<file path="config.mk">
export PLATFORM = sky130hd
export DESIGN_NAME = tcv_frame_validator
export DESIGN_NICKNAME = d
export VERILOG_FILES = /design/src/rtl/tcv_pkg.sv /design/src/rtl/tcv_parity.sv /design/src/rtl/tcv_bcd_field.sv /design/src/rtl/tcv_frame_validator.sv
export SDC_FILE = /design/constraint.sdc
export NUM_CORES = 1
export LEC_CHECK = 0
export CAP_MARGIN = 20
export CORE_ASPECT_RATIO = 0.8
export CORE_MARGIN = 8
export CORE_UTILIZATION = 46
export CTS_BUF_LIST = sky130_fd_sc_hd__clkbuf_8
export CTS_CLUSTER_DIAMETER = 200
export DETAILED_ROUTE_END_ITERATION = 7
export PLACE_DENSITY = 0.87
export RECOVER_POWER = 100
export SYNTH_ARGS = -nofsm -noshare
export SYNTH_HDL_FRONTEND = slang
export SYNTH_SLANG_ARGS = --single-unit
</file>
<file path="constraint.sdc">
create_clock -name clk_i -period 0.95 [get_ports clk_i]
set_input_delay 0.19 -clock clk_i [delete_from_list [all_inputs] [get_ports clk_i]]
set_output_delay 0.19 -clock clk_i [all_outputs]
set_load 0.01 [all_outputs]
</file>
<file path="src/rtl/tcv_pkg.sv">
package tcv_pkg;
  localparam int FRAME_W   = 59;
  localparam int START_BIT = 20;
  localparam int N_GRP     = 3;
  // even-parity groups, parity bit is the top of each range
  localparam int GRP_LO [N_GRP] = '{21, 29, 36};
  localparam int GRP_HI [N_GRP] = '{28, 35, 58};
endpackage

</file>
<file path="src/rtl/tcv_parity.sv">
module tcv_parity #(
  parameter int W = 8
) (
  input  logic [W-1:0] bits_i,
  output logic         even_o
);
  assign even_o = ~(^bits_i);
endmodule

</file>
<file path="src/rtl/tcv_bcd_field.sv">
module tcv_bcd_field #(
  parameter int UNITS_W = 4,
  parameter int TENS_W  = 3,
  parameter int MIN_V   = 0,
  parameter int MAX_V   = 59,
  parameter int VAL_W   = 7
) (
  input  logic [UNITS_W+TENS_W-1:0] raw_i,
  output logic [VAL_W-1:0]          val_o,
  output logic                      ok_o
);
  localparam int SUM_W = 8;

  logic [SUM_W-1:0] units, tens, sum;
  logic             digit_ok;

  assign units = SUM_W'(raw_i[UNITS_W-1:0]);

  generate
    if (TENS_W > 0) begin : g_tens
      assign tens = SUM_W'(raw_i[UNITS_W+TENS_W-1:UNITS_W]);
    end else begin : g_no_tens
      assign tens = '0;
    end
    if (UNITS_W >= 4) begin : g_digit
      assign digit_ok = (units <= SUM_W'(9));
    end else begin : g_no_digit
      assign digit_ok = 1'b1;
    end
  endgenerate

  assign sum   = units + SUM_W'(tens * SUM_W'(10));
  assign val_o = sum[VAL_W-1:0];
  assign ok_o  = digit_ok && (sum >= SUM_W'(MIN_V)) && (sum <= SUM_W'(MAX_V));
endmodule

</file>
<file path="src/rtl/tcv_frame_validator.sv">
module tcv_frame_validator
  import tcv_pkg::*;
(
  input  logic               clk_i,
  input  logic               rst_ni,
  input  logic [FRAME_W-1:0] frame_i,
  input  logic               strobe_i,
  output logic [6:0]         minute_o,
  output logic [4:0]         hour_o,
  output logic [4:0]         mday_o,
  output logic [2:0]         wday_o,
  output logic [3:0]         month_o,
  output logic [6:0]         year_o,
  output logic               valid_o,
  output logic               done_o
);
  logic [N_GRP-1:0] par_ok;

  generate
    for (genvar g = 0; g < N_GRP; g++) begin : g_par
      localparam int LO = GRP_LO[g];
      localparam int HI = GRP_HI[g];
      tcv_parity #(.W(HI-LO+1)) u_par (
        .bits_i (frame_i[HI:LO]),
        .even_o (par_ok[g])
      );
    end
  endgenerate

  logic [6:0] min_d, yr_d;
  logic [4:0] hr_d, day_d;
  logic [2:0] wd_d;
  logic [3:0] mon_d;
  logic       min_ok, hr_ok, day_ok, wd_ok, mon_ok, yr_ok;

  tcv_bcd_field #(.UNITS_W(4), .TENS_W(3), .MIN_V(0), .MAX_V(59), .VAL_W(7)) u_min (
    .raw_i(frame_i[27:21]), .val_o(min_d), .ok_o(min_ok));
  tcv_bcd_field #(.UNITS_W(4), .TENS_W(2), .MIN_V(0), .MAX_V(23), .VAL_W(5)) u_hr (
    .raw_i(frame_i[34:29]), .val_o(hr_d), .ok_o(hr_ok));
  tcv_bcd_field #(.UNITS_W(4), .TENS_W(2), .MIN_V(1), .MAX_V(31), .VAL_W(5)) u_day (
    .raw_i(frame_i[41:36]), .val_o(day_d), .ok_o(day_ok));
  tcv_bcd_field #(.UNITS_W(3), .TENS_W(0), .MIN_V(1), .MAX_V(7), .VAL_W(3)) u_wd (
    .raw_i(frame_i[44:42]), .val_o(wd_d), .ok_o(wd_ok));
  tcv_bcd_field #(.UNITS_W(4), .TENS_W(1), .MIN_V(1), .MAX_V(12), .VAL_W(4)) u_mon (
    .raw_i(frame_i[49:45]), .val_o(mon_d), .ok_o(mon_ok));
  tcv_bcd_field #(.UNITS_W(4), .TENS_W(4), .MIN_V(0), .MAX_V(99), .VAL_W(7)) u_yr (
    .raw_i(frame_i[57:50]), .val_o(yr_d), .ok_o(yr_ok));

  logic frame_ok;
  assign frame_ok = (|frame_i) && frame_i[START_BIT] && (&par_ok) &&
                    min_ok && hr_ok && day_ok && wd_ok && mon_ok && yr_ok;

  always_ff @(posedge clk_i or negedge rst_ni) begin
    if (!rst_ni) begin
      done_o   <= 1'b0;
      valid_o  <= 1'b0;
      minute_o <= '0;
      hour_o   <= '0;
      mday_o   <= '0;
      wday_o   <= '0;
      month_o  <= '0;
      year_o   <= '0;
    end else begin
      done_o <= strobe_i;
      if (strobe_i) begin
        valid_o <= frame_ok;
        if (frame_ok) begin
          minute_o <= min_d;
          hour_o   <= hr_d;
          mday_o   <= day_d;
          wday_o   <= wd_d;
          month_o  <= mon_d;
          year_o   <= yr_d;
        end
      end
    end
  end


  done_pulse_chk: assert property (@(posedge clk_i) disable iff (!rst_ni)
    strobe_i |=> done_o);

  done_quiet_chk: assert property (@(posedge clk_i) disable iff (!rst_ni)
    !strobe_i |=> !done_o);

  zero_frame_chk: assert property (@(posedge clk_i) disable iff (!rst_ni)
    (strobe_i && frame_i == '0) |=> !valid_o);

  start_bit_chk: assert property (@(posedge clk_i) disable iff (!rst_ni)
    (strobe_i && !frame_i[START_BIT]) |=> !valid_o);

  hold_chk: assert property (@(posedge clk_i) disable iff (!rst_ni)
    !strobe_i |=> $stable({minute_o, hour_o, mday_o, wday_o, month_o, year_o, valid_o}));

  minute_range_chk: assert property (@(posedge clk_i) disable iff (!rst_ni)
    valid_o |-> minute_o <= 7'd59);

  hour_range_chk: assert property (@(posedge clk_i) disable iff (!rst_ni)
    valid_o |-> hour_o <= 5'd23);

  month_range_chk: assert property (@(posedge clk_i) disable iff (!rst_ni)
    valid_o |-> (month_o >= 4'd1 && month_o <= 4'd12));
endmodule

</file>
==> results of run 1 <==
## kinds of logic after synthesis
kind of cell | Yosys count | synth area share [%]
AND/OR/NAND/NOR | 64 | 12.7
adder cells (fa/ha/maj) | 57 | 24.7
buffers and inverters | 51 | 7.04
AO/OA/AOI/OAI | 36 | 7.90
flip-flops | 33 | 27.2
XOR/XNOR | 32 | 9.22
multiplexers | 31 | 11.3
## critical path, stage by stage
cell       delay [ns]
buf_8            0.10
ha_4             0.27
ha_4             0.15
inv_4            0.04
fa_2             0.55
nand2b_4         0.15
a21oi_4          0.05
a2111oi_4        0.39
nand4_1          0.20
nor4_4           0.34
buf_4            0.20
clkbuf_16        0.18
mux2_4           0.31
## how the worst max path moves through the flow
stage | cells past startpoint | slack [ns] | endpoint
after floorplan | 11 | -1.92 | hour_o[0]$_DFFE_PN0P_
after global placement | 12 | -2.43 | minute_o[3]$_DFFE_PN0P_
after detailed placement | 12 | -2.54 | minute_o[4]$_DFFE_PN0P_
after CTS | 14 | -1.85 | hour_o[3]$_DFFE_PN0P_
after global routing | 13 | -2.05 | mday_o[4]$_DFFE_PN0P_
final | 13 | -1.99 | wday_o[2]$_DFFE_PN0P_
## final cells by class
class / instances / area, sq um
repair buffers: 207 / 1730
flip-flops and latches: 33 / 826
well taps: 84 / 105
clock buffers: 5 / 68.8
clock inverters: 1 / 5.00
fillers: 303 / 986
multi-input cells: 220 / 2470
inverters: 48 / 183
## per-layer routing
layer | vias up | part of all wire (%)
met5 | - | 0
met4 | 0 | 6.9
met2 | 249 | 45
li1 | 1470 | -
met3 | 100 | 9.1
met1 | 1647 | 39
## layout by cell type (no fill, tap or decap), types with 5 or more instances in the layout
master / instances
nor2b_1: 7
fa_2: 5
xnor2_2: 7
clkdlybuf4s50_1: 43
nand4_1: 5
ha_4: 9
dfrtp_1: 33
buf_6: 14
clkbuf_8: 5
ha_1: 39
buf_2: 27
dlygate4sd2_1: 10
buf_4: 103
nor4_1: 6
a21oi_1: 6
mux2i_1: 5
xnor2_1: 23
nand2_1: 10
inv_2: 5
a21oi_2: 5
mux2_4: 26
inv_1: 42
nor2_1: 7
## power breakdown
| part | internal (mW) | switching, mW |
|---|---|---|
| combinational | 1.47 | 1.28 |
| clock | 0.482 | 0.515 |
| sequential | 1.48 | 0.0455 |
## timing repair
action / CTS / global route
cloned: 2 / 1
pin swaps: 27 / 14
endpoints found under the setup margin: 65 / 65
hold buffers: 0 / 0
gates resized for setup: 228 / 25
setup buffers: 13 / 10
## flip-flops by register name, summed over array words and instances, names as in the netlist
| register | count |
|---|---|
| wday_o | 3 |
| minute_o | 7 |
| done_o | 1 |
| month_o | 4 |
| valid_o | 1 |
| hour_o | 5 |
| mday_o | 5 |
| year_o | 7 |
==> qor.txt, run 1 <==
Util after Layout = 84.5%
Num CTS Buffers = 5
worst rel slew slack = 53.5%
DR vias/cell = 5.80
Hold Path Class = in -> reg
Finished Cell Area = 5390 sq um
Worst Tran Pin Value = 0.689 ns
Longest Clk Path Bufs = 2
fin nets = 634
number of synthesized register bits = 33
drc violations = 0
drt total wl = 13500 um
worst min-delay path endpoint = hour_o[1]$_DFFE_PN0P_
leading cell type by number of instances after synthesis = ha_1
Avg WL per Cell = 22.6 um
final hold violations = 0
CP arrival = 3.12 ns
Max Fanout on Critical Path = 8
main area contributors after synthesis = dfrtp_1 27%, ha_1 21%, mux2_1 8.9%
IO buf count = 94
first-pass GRT wire length = 20100 um
post-synthesis sequential area ratio = 27.2%
hold path depth = 3
share of cells above drive strength 1 = 46.7%
most used routing layer in global routing = met2
Die Area = 9480 sq um
Worst R2R Start = minute_o[1]$_DFFE_PN0P_
initial core utilization = 47.7%
Clock Sink Count = 33
chip width = 107 um
Cell Pwr Density = 976 nW/um^2
required time of the critical path = 1.13 ns
Max-Cap Viols = 0
initial antenna violation count = 0
Ant. Diodes = 0
violated checks = setup timing
R2R depth = 2
flop-to-flop setup slack = 0 ns
gr usage total = 27.4%
met2 Use GR = 46.4%
core area = 6380 sq um
Layout Cells excl Fill = 598
clock skew = 0 ns
pin count of the biggest net entering global routing = 34
CTS tree = yes
die height = 88.7 um
yosys synthesis warning count = 0
DP Cell Count = 569
Clk pin slew, worst setup/hold paths = 0.07 ns
fmax = 0.340 GHz
Critical Path Source = frame_i[57]
reg-to-reg endpoint = minute_o[1]$_DFFE_PN0P_
Layout area overhead = 77.3%
syn_nets = 423
clk_lat worst skew = 0.28 ns
setup TNS = -64.38 ns
Max Slew Vio Count = 0
Yosys top cell area share = 27.2%
synthesized area = 3040 sq um
Hold WS = 0.349 ns
M1 GR Usage = 30.5%
pre-CTS setup slack = -2.54 ns
Synth Area per Inst = 10.0 sq um
DR vias = 3466
Leak Pwr = 2.69 nW
Crit. End Element = register
1st-pass router iterations = 7
Row Count = 26
grt met3 use = 7.28%
Setup crit start kind = input pin
Peak VDD IR = 0.000801 V
Synth Flop Type = dfrtp_1
Post-DP Area = 4880 sq um
DRT antenna net count = 0
hold wc startpoint = frame_i[33]
Netlist cell types = 43
Final setup violation count = 65
unrepaired setup endpoints after global routing = true
htree depth = 2
period utilization = 310%
leading area contributor after synthesis = dfrtp_1
Clock Tree Root = clkbuf_8
Iter 0 DRT Violations = 189
Top Ports = 95
GRT overflow = 0
status = finished, violations left
fin worst setup slack = -1.99 ns
Synth async-reset ratio = 100%
Tot Pwr = 5.26 mW
Setup CP Type = in -> reg
Post-Synthesis Cells = 304
min Tclk post-route = 2.94 ns
Placer Congestion = 0.939
EDFF count, synth = 0
Synth top cells by count = 52 x ha_1, 47 x inv_1, 33 x dfrtp_1
post-detail-place hpwl = 8280 um
vias in the first global route = 3729
Power figures use the tool's default switching activity.
==> run 2: changes to the inputs <==
--- a/config.mk
+++ b/config.mk
@@ -5,9 +5,9 @@
 export SDC_FILE = /design/constraint.sdc
 export NUM_CORES = 1
 export LEC_CHECK = 0
+export ABC_CLOCK_PERIOD_IN_PS = 950
 export CAP_MARGIN = 20
 export CORE_ASPECT_RATIO = 0.8
-export CORE_MARGIN = 8
 export CORE_UTILIZATION = 46
 export CTS_BUF_LIST = sky130_fd_sc_hd__clkbuf_8
 export CTS_CLUSTER_DIAMETER = 200
==> run 2 against run 1 <==
  * The run still ends with setup timing left
  * Critical path depth increased by 1
  * Register-to-register slack got worse by 0.06 ns
  * First-iteration DRC count increased by 57%
  * Via count increased by 1.6%
  * Flip-flop and latch count unchanged
  * Global-route usage increased by 8.3 points
  * Final area increased by 1.1%
  * Setup slack got worse by 0.056 ns
  * Clock skew unchanged
  * Critical endpoint is now minute_o[4]$_DFFE_PN0P_
  * Highest routed layer unchanged
==> qor.txt, run 2 (synthesis gave the netlist of run 1 again) <==
status = finished, violations left (unchanged)
violated checks = setup timing (unchanged)
commonest cells after routing, fill and taps aside = 105 x buf_4, 41 x inv_1, 36 x clkdlybuf4s50_1 (was 103 x buf_4, 43 x clkdlybuf4s50_1, 42 x inv_1, 39 x ha_1, 33 x dfrtp_1)
vias in the first global route = 3602 (was 3729)
worst rel slew slack = 65.6% (was 53.5%)
drc violations = 0 (unchanged)
Longest Clk Path Bufs = 2 (unchanged)
setup TNS = -66.36 ns (was -64.38 ns)
GRT overflow = 0 (unchanged)
Max-Cap Viols = 0 (unchanged)
htree depth = 2 (unchanged)
DR vias/cell = 5.80 (about the same)
required time of the critical path = 1.14 ns (was 1.13 ns)
CTS tree = yes (unchanged)
min Tclk post-route = 3.00 ns (was 2.94 ns)
Cell Chain, Critical Path = dlygate4sd2_1 > ha_2 > inv_1 > fa_2 > inv_1 > nor2_2 > nor4_4 > a2111oi_4 > nand4_1 > nor4_4 > buf_6 > buf_6 > buf_12 > mux2_4 (was buf_8 > ha_4 > ha_4 > inv_4 > fa_2 > nand2b_4 > a21oi_4 > a2111oi_4 > nand4_1 > nor4_4 > buf_4 > clkbuf_16 > mux2_4)
Leak Pwr = 2.73 nW (was 2.69 nW)
final hold violations = 0 (unchanged)
IO buf count = 94 (unchanged)
Placer Congestion = 0.939 (about the same)
fmax = 0.333 GHz (was 0.340 GHz)
fill count = 316 (was 303)
Clock Tree Root = clkbuf_8 (unchanged)
CP max stage cell = fa_2 (unchanged)
fin nets = 641 (was 634)
Top Ports = 95 (unchanged)
first-pass GRT wire length = 18400 um (was 20100 um)
multi-input gate area in the final layout = 2450 sq um (was 2470 sq um)
Setup CP Type = in -> reg (unchanged)
die height = 74.7 um (was 88.7 um)
gr usage total = 35.7% (was 27.4%)
Avg WL per Cell = 22.7 um (was 22.6 um)
Buf/Inv on CP = 6 (was 4)
Ant. Diodes = 0 (unchanged)
DP Cell Count = 562 (was 569)
Util after Layout = 85.4% (was 84.5%)
pin count of the biggest net entering global routing = 34 (unchanged)
most common cell after layout, fill and taps aside = buf_4 (unchanged)
Num CTS Buffers = 5 (unchanged)
drt total wl = 13800 um (was 13500 um)
1st-pass router iterations = 5 (was 7)
Row Count = 26 (unchanged)
chip width = 92.9 um (was 107 um)
CP arrival = 3.19 ns (was 3.12 ns)
Final setup violation count = 65 (unchanged)
share of cells above drive strength 1 = 47.6% (was 46.7%)
Setup crit start kind = input pin (unchanged)
unrepaired setup endpoints after global routing = true (unchanged)
pre-CTS setup slack = -2.50 ns (was -2.54 ns)
Iter 0 DRT Violations = 296 (was 189)
Peak VDD IR = 0.00114 V (was 0.000801 V)
Top Registers = minute_o (7), year_o (7) (unchanged)
Layout area overhead = 79.2% (was 77.3%)
clock skew = 0 ns (unchanged)
clk_lat worst skew = 0.30 ns (was 0.28 ns)
Cell Pwr Density = 1010 nW/um^2 (was 976 nW/um^2)
initial core utilization = 47.7% (unchanged)
CP top delay family = simple AND/OR/NAND/NOR gates (was adder cells)
slowest stage delay, CP = 0.61 ns (was 0.55 ns)
Layout Cells excl Fill = 607 (was 598)
DRT antenna net count = 0 (unchanged)
Tot Pwr = 5.50 mW (was 5.26 mW)
Crit. End Element = register (unchanged)
initial antenna violation count = 0 (unchanged)
DR vias = 3523 (was 3466)
Worst Tran Pin Value = 0.508 ns (was 0.689 ns)
Hold Path Class = in -> reg (unchanged)
Die Area = 6940 sq um (was 9480 sq um)
fin worst setup slack = -2.05 ns (was -1.99 ns)
Max Slew Vio Count = 0 (unchanged)
sequential cell area = 826 sq um (unchanged)
Clock Sink Count = 33 (unchanged)
Clk pin slew, worst setup/hold paths = 0.07 ns (about the same)
Max Fanout on Critical Path = 6 (was 8)
core area = 6380 sq um (unchanged)
period utilization = 316% (was 310%)
post-detail-place hpwl = 7430 um (was 8280 um)
-- run 2: metrics by stage --
stage	hold WS, ns	area [sq um]
after floorplan	-0.106	3170
after global placement	0.466	4830
after detailed placement	0.471	4830
after CTS	0.270	5310
after global routing	0.382	5450
final	0.370	5450
-- run 2: area by class of cell --
class,instances,area share [%]
clock buffers,7,1.77
clock inverters,1,0.0919
inverters,48,3.35
multi-input cells,220,45.1
flip-flops and latches,33,15.2
well taps,84,1.93
repair buffers,214,32.6
-- run 2: tightest hold or removal path, delay by kind of cell --
family,cells,cell delay [ns]
adders and majority gates,1,0.19
muxes,1,0.14
buffers and inverters,1,0.12
-- run 2: path summary, 6_finish.rpt --
check                                        from                      end  slack (ns)  depth (start not counted)
setup / recovery                      frame_i[51]  minute_o[4]$_DFFE_PN0P_       -2.05                         14
hold / removal                        frame_i[30]    hour_o[1]$_DFFE_PN0P_        0.37                          3
min in group asynchronous                  rst_ni    hour_o[0]$_DFFE_PN0P_        0.40                          2
hold reg to reg            month_o[2]$_DFFE_PN0P_   month_o[2]$_DFFE_PN0P_        0.52                          1
max in group asynchronous                  rst_ni   month_o[0]$_DFFE_PN0P_        0.22                          2
setup reg to reg            hour_o[0]$_DFFE_PN0P_    hour_o[0]$_DFFE_PN0P_       -0.06                          3
-- run 2: layer usage --
layer / track usage, % / routed length (um) / vias to the layer above / part of all wire, %
met5: 0 / 0 / - / 0
met4: 20.3 / 792 / 0 / 5.7
met1: 40.7 / 5230 / 1692 / 38
met3: 8.38 / 1150 / 82 / 8.4
li1: - / - / 1486 / -
met2: 63.1 / 6630 / 263 / 48
-- run 2: timing repair --
item,4_1_cts,5_1_grt
setup buffers,24,12
pin swaps,31,15
hold buffers,0,0
endpoints found under the setup margin,65,65
gates cloned,2,0
resized for setup,231,31
-- run 2: power by group --
part,internal (mW),switching (mW),leakage [nW]
sequential,1.48,0.0415,0.437
clock,0.655,0.567,0.0542
combinational,1.43,1.32,2.24
==> run 3: changes to the inputs <==
--- a/config.mk
+++ b/config.mk
@@ -9,8 +9,9 @@
 export CAP_MARGIN = 20
 export CORE_ASPECT_RATIO = 0.8
 export CORE_UTILIZATION = 46
-export CTS_BUF_LIST = sky130_fd_sc_hd__clkbuf_8
+export CTS_BUF_LIST = sky130_fd_sc_hd__clkbuf_2
 export CTS_CLUSTER_DIAMETER = 200
+export CTS_CLUSTER_SIZE = 14
 export DETAILED_ROUTE_END_ITERATION = 7
 export PLACE_DENSITY = 0.87
 export RECOVER_POWER = 100
==> run 3 against run 2 <==
  * The run still ends with setup timing left
  * Die area is the same
  * Cell count grew 0.33%
  * Sequential share of layout area is essentially flat
  * Combinational power shrank 2%
  * Largest power group unchanged
  * Global-route usage shrank 3.6 points
  * Wire length shrank 7.8%
  * Non-clock buffer count grew 2
==> qor.txt, run 3 (synthesis gave the netlist of run 1 again) <==
Final setup violation count = 65 (unchanged)
period utilization = 282% (was 316%)
P_int = 3.08 mW (was 3.57 mW)
DR vias = 3405 (was 3523)
Leak Pwr = 2.78 nW (was 2.73 nW)
Util after Layout = 85.3% (was 85.4%)
die height = 74.7 um (unchanged)
required time of the critical path = 1.25 ns (was 1.14 ns)
Crit. End Element = register (unchanged)
fin nets = 643 (was 641)
Cell Pwr Density = 900 nW/um^2 (was 1010 nW/um^2)
Clk pin slew, worst setup/hold paths = 0.19 ns (was 0.07 ns)
final hold violations = 0 (unchanged)
Clock Sink Count = 33 (unchanged)
clock skew = 0 ns (unchanged)
Row Count = 26 (unchanged)
min Tclk post-route = 2.68 ns (was 3.00 ns)
share of cells above drive strength 1 = 49.7% (was 47.6%)
Max Slew Vio Count = 0 (unchanged)
Placer Congestion = 0.939 (unchanged)
worst rel slew slack = 50.7% (was 65.6%)
Avg WL per Cell = 20.9 um (was 22.7 um)
fin worst setup slack = -1.73 ns (was -2.05 ns)
Post-DP Area = 4830 sq um (unchanged)
Layout Cells excl Fill = 609 (was 607)
Clock Tree Root = clkbuf_2 (was clkbuf_8)
Longest Clk Path Bufs = 2 (unchanged)
first-pass GRT wire length = 16700 um (was 18400 um)
drt total wl = 12700 um (was 13800 um)
pin count of the biggest net entering global routing = 34 (unchanged)
DRT antenna net count = 0 (unchanged)
Logic pwr share = 55.1% (was 50.2%)
IO buf count = 94 (unchanged)
Worst Tran Pin Value = 0.740 ns (was 0.508 ns)
clk_lat worst skew = 0.40 ns (was 0.30 ns)
Max Fanout on Critical Path = 6 (unchanged)
commonest cells after routing, fill and taps aside = 109 x buf_4, 39 x inv_1, 35 x buf_2, 33 x dfrtp_1 (was 105 x buf_4, 41 x inv_1, 36 x clkdlybuf4s50_1)
Hold Path Class = in -> reg (unchanged)
CP arrival = 2.99 ns (was 3.19 ns)
pre-CTS setup slack = -2.50 ns (unchanged)
gr usage total = 32.2% (was 35.7%)
vias in the first global route = 3380 (was 3602)
Reg power frac = 31.0% (was 27.6%)
unrepaired setup endpoints after global routing = true (unchanged)
DR vias/cell = 5.59 (was 5.80)
Setup crit start kind = input pin (unchanged)
violated checks = setup timing (unchanged)
CTS tree = yes (unchanged)
Switch Pwr = 1.82 mW (was 1.93 mW)
Max-Cap Viols = 0 (unchanged)
drc violations = 0 (unchanged)
Top Ports = 95 (unchanged)
1st-pass router iterations = 5 (unchanged)
Die Area = 6940 sq um (unchanged)
Num CTS Buffers = 5 (unchanged)
GRT overflow = 0 (unchanged)
most common cell after layout, fill and taps aside = buf_4 (unchanged)
Setup CP Type = in -> reg (unchanged)
Layout area overhead = 78.9% (was 79.2%)
core area = 6380 sq um (unchanged)
chip width = 92.9 um (unchanged)
Finished Cell Area = 5440 sq um (was 5450 sq um)
initial antenna violation count = 0 (unchanged)
status = finished, violations left (unchanged)
Clk pwr share = 13.9% (was 22.2%)
DP Cell Count = 562 (unchanged)
setup TNS = -60.60 ns (was -66.36 ns)
Peak VDD IR = 0.000679 V (was 0.00114 V)
Ant. Diodes = 0 (unchanged)
initial core utilization = 47.7% (unchanged)
Sw Ratio = 37.2% (was 35.1%)
htree depth = 2 (unchanged)
post-detail-place hpwl = 7430 um (unchanged)
Top Registers = minute_o (7), year_o (7) (unchanged)
fmax = 0.373 GHz (was 0.333 GHz)
Iter 0 DRT Violations = 191 (was 296)
==> run 3: changes by cell type in the layout (fill, tap and decap cells not counted), sizes merged <==
cell / delta
buf: +3
clkbuf: +1
clkdlybuf4s15: -1
clkdlybuf4s50: -4
clkinv: +2
dlygate4sd2: -6
dlygate4sd3: -1
dlymetal6s2s: +8
==> run 3: area by class of cell <==
cell class              count  area (sq um)
inverters                  48           180
fillers                   315           937
multi-input cells         220          2500
clock buffers               5          25.0
well taps                  84           105
flip-flops and latches     33           826
clock inverters             3          12.5
repair buffers            216          1790
==> run 3: worst paths after layout <==
path | slack [ns] | start | to | cells after the start
setup reg to reg | -0.18 | mday_o[1]$_DFFE_PN0P_ | mday_o[1]$_DFFE_PN0P_ | 4
hold / removal | 0.17 | frame_i[33] | hour_o[1]$_DFFE_PN0P_ | 3
max in group asynchronous | 0.18 | rst_ni | month_o[0]$_DFFE_PN0P_ | 2
setup / recovery | -1.73 | frame_i[46] | minute_o[4]$_DFFE_PN0P_ | 13
hold reg to reg | 0.51 | valid_o$_DFFE_PN0P_ | valid_o$_DFFE_PN0P_ | 1
min in group asynchronous | 0.28 | rst_ni | minute_o[6]$_DFFE_PN0P_ | 2
==> run 3: what timing repair did <==
item / CTS / global route
resized for setup: 213 / 68
endpoints found under the setup margin: 65 / 65
endpoints found under the hold margin: 0 / 0
hold buffers: 0 / 0
setup buffers: 25 / 12
cloned: 2 / 0
pin swaps: 29 / 23
==> run 3: critical path: stages <==
cell and delay, ns:
dlygate4sd2_1 0.30, ha_1 0.24, ha_2 0.22, xor2_4 0.20, o211ai_1 0.13, nand2_1 0.15
nor4_4 0.33, o2111ai_4 0.17, nor4_4 0.31, buf_6 0.17, buf_6 0.13, buf_12 0.13
mux2_4 0.30
==> run 3: routing by layer <==
metal  wire length [um]  GRT usage [%]  vias to the layer above
met4                512           13.7                        0
met3                856           5.96                       54
met2               6300           58.4                      183
met1               5060           38.0                     1672
li1                   -              -                     1496
met5                  0              0                        -
==> run 3: power by group through the flow <==
stage                     clock [mW]  sequential [mW]  combinational [mW]
after detailed placement           0             1.54                2.19
final                          0.680             1.52                2.70
after CTS                      0.665             1.51                2.35
after global placement             0             1.54                2.13
after floorplan                    0             1.57                1.03
after global routing           0.741             1.53                2.85
==> run 3: per-stage QoR <==
stage	power (mW)	hold WS [ns]
finish	4.90	0.172
global route	5.11	0.165
CTS	4.53	0.138
detailed placement	3.73	0.471
global placement	3.67	0.466
floorplan	2.60	-0.106
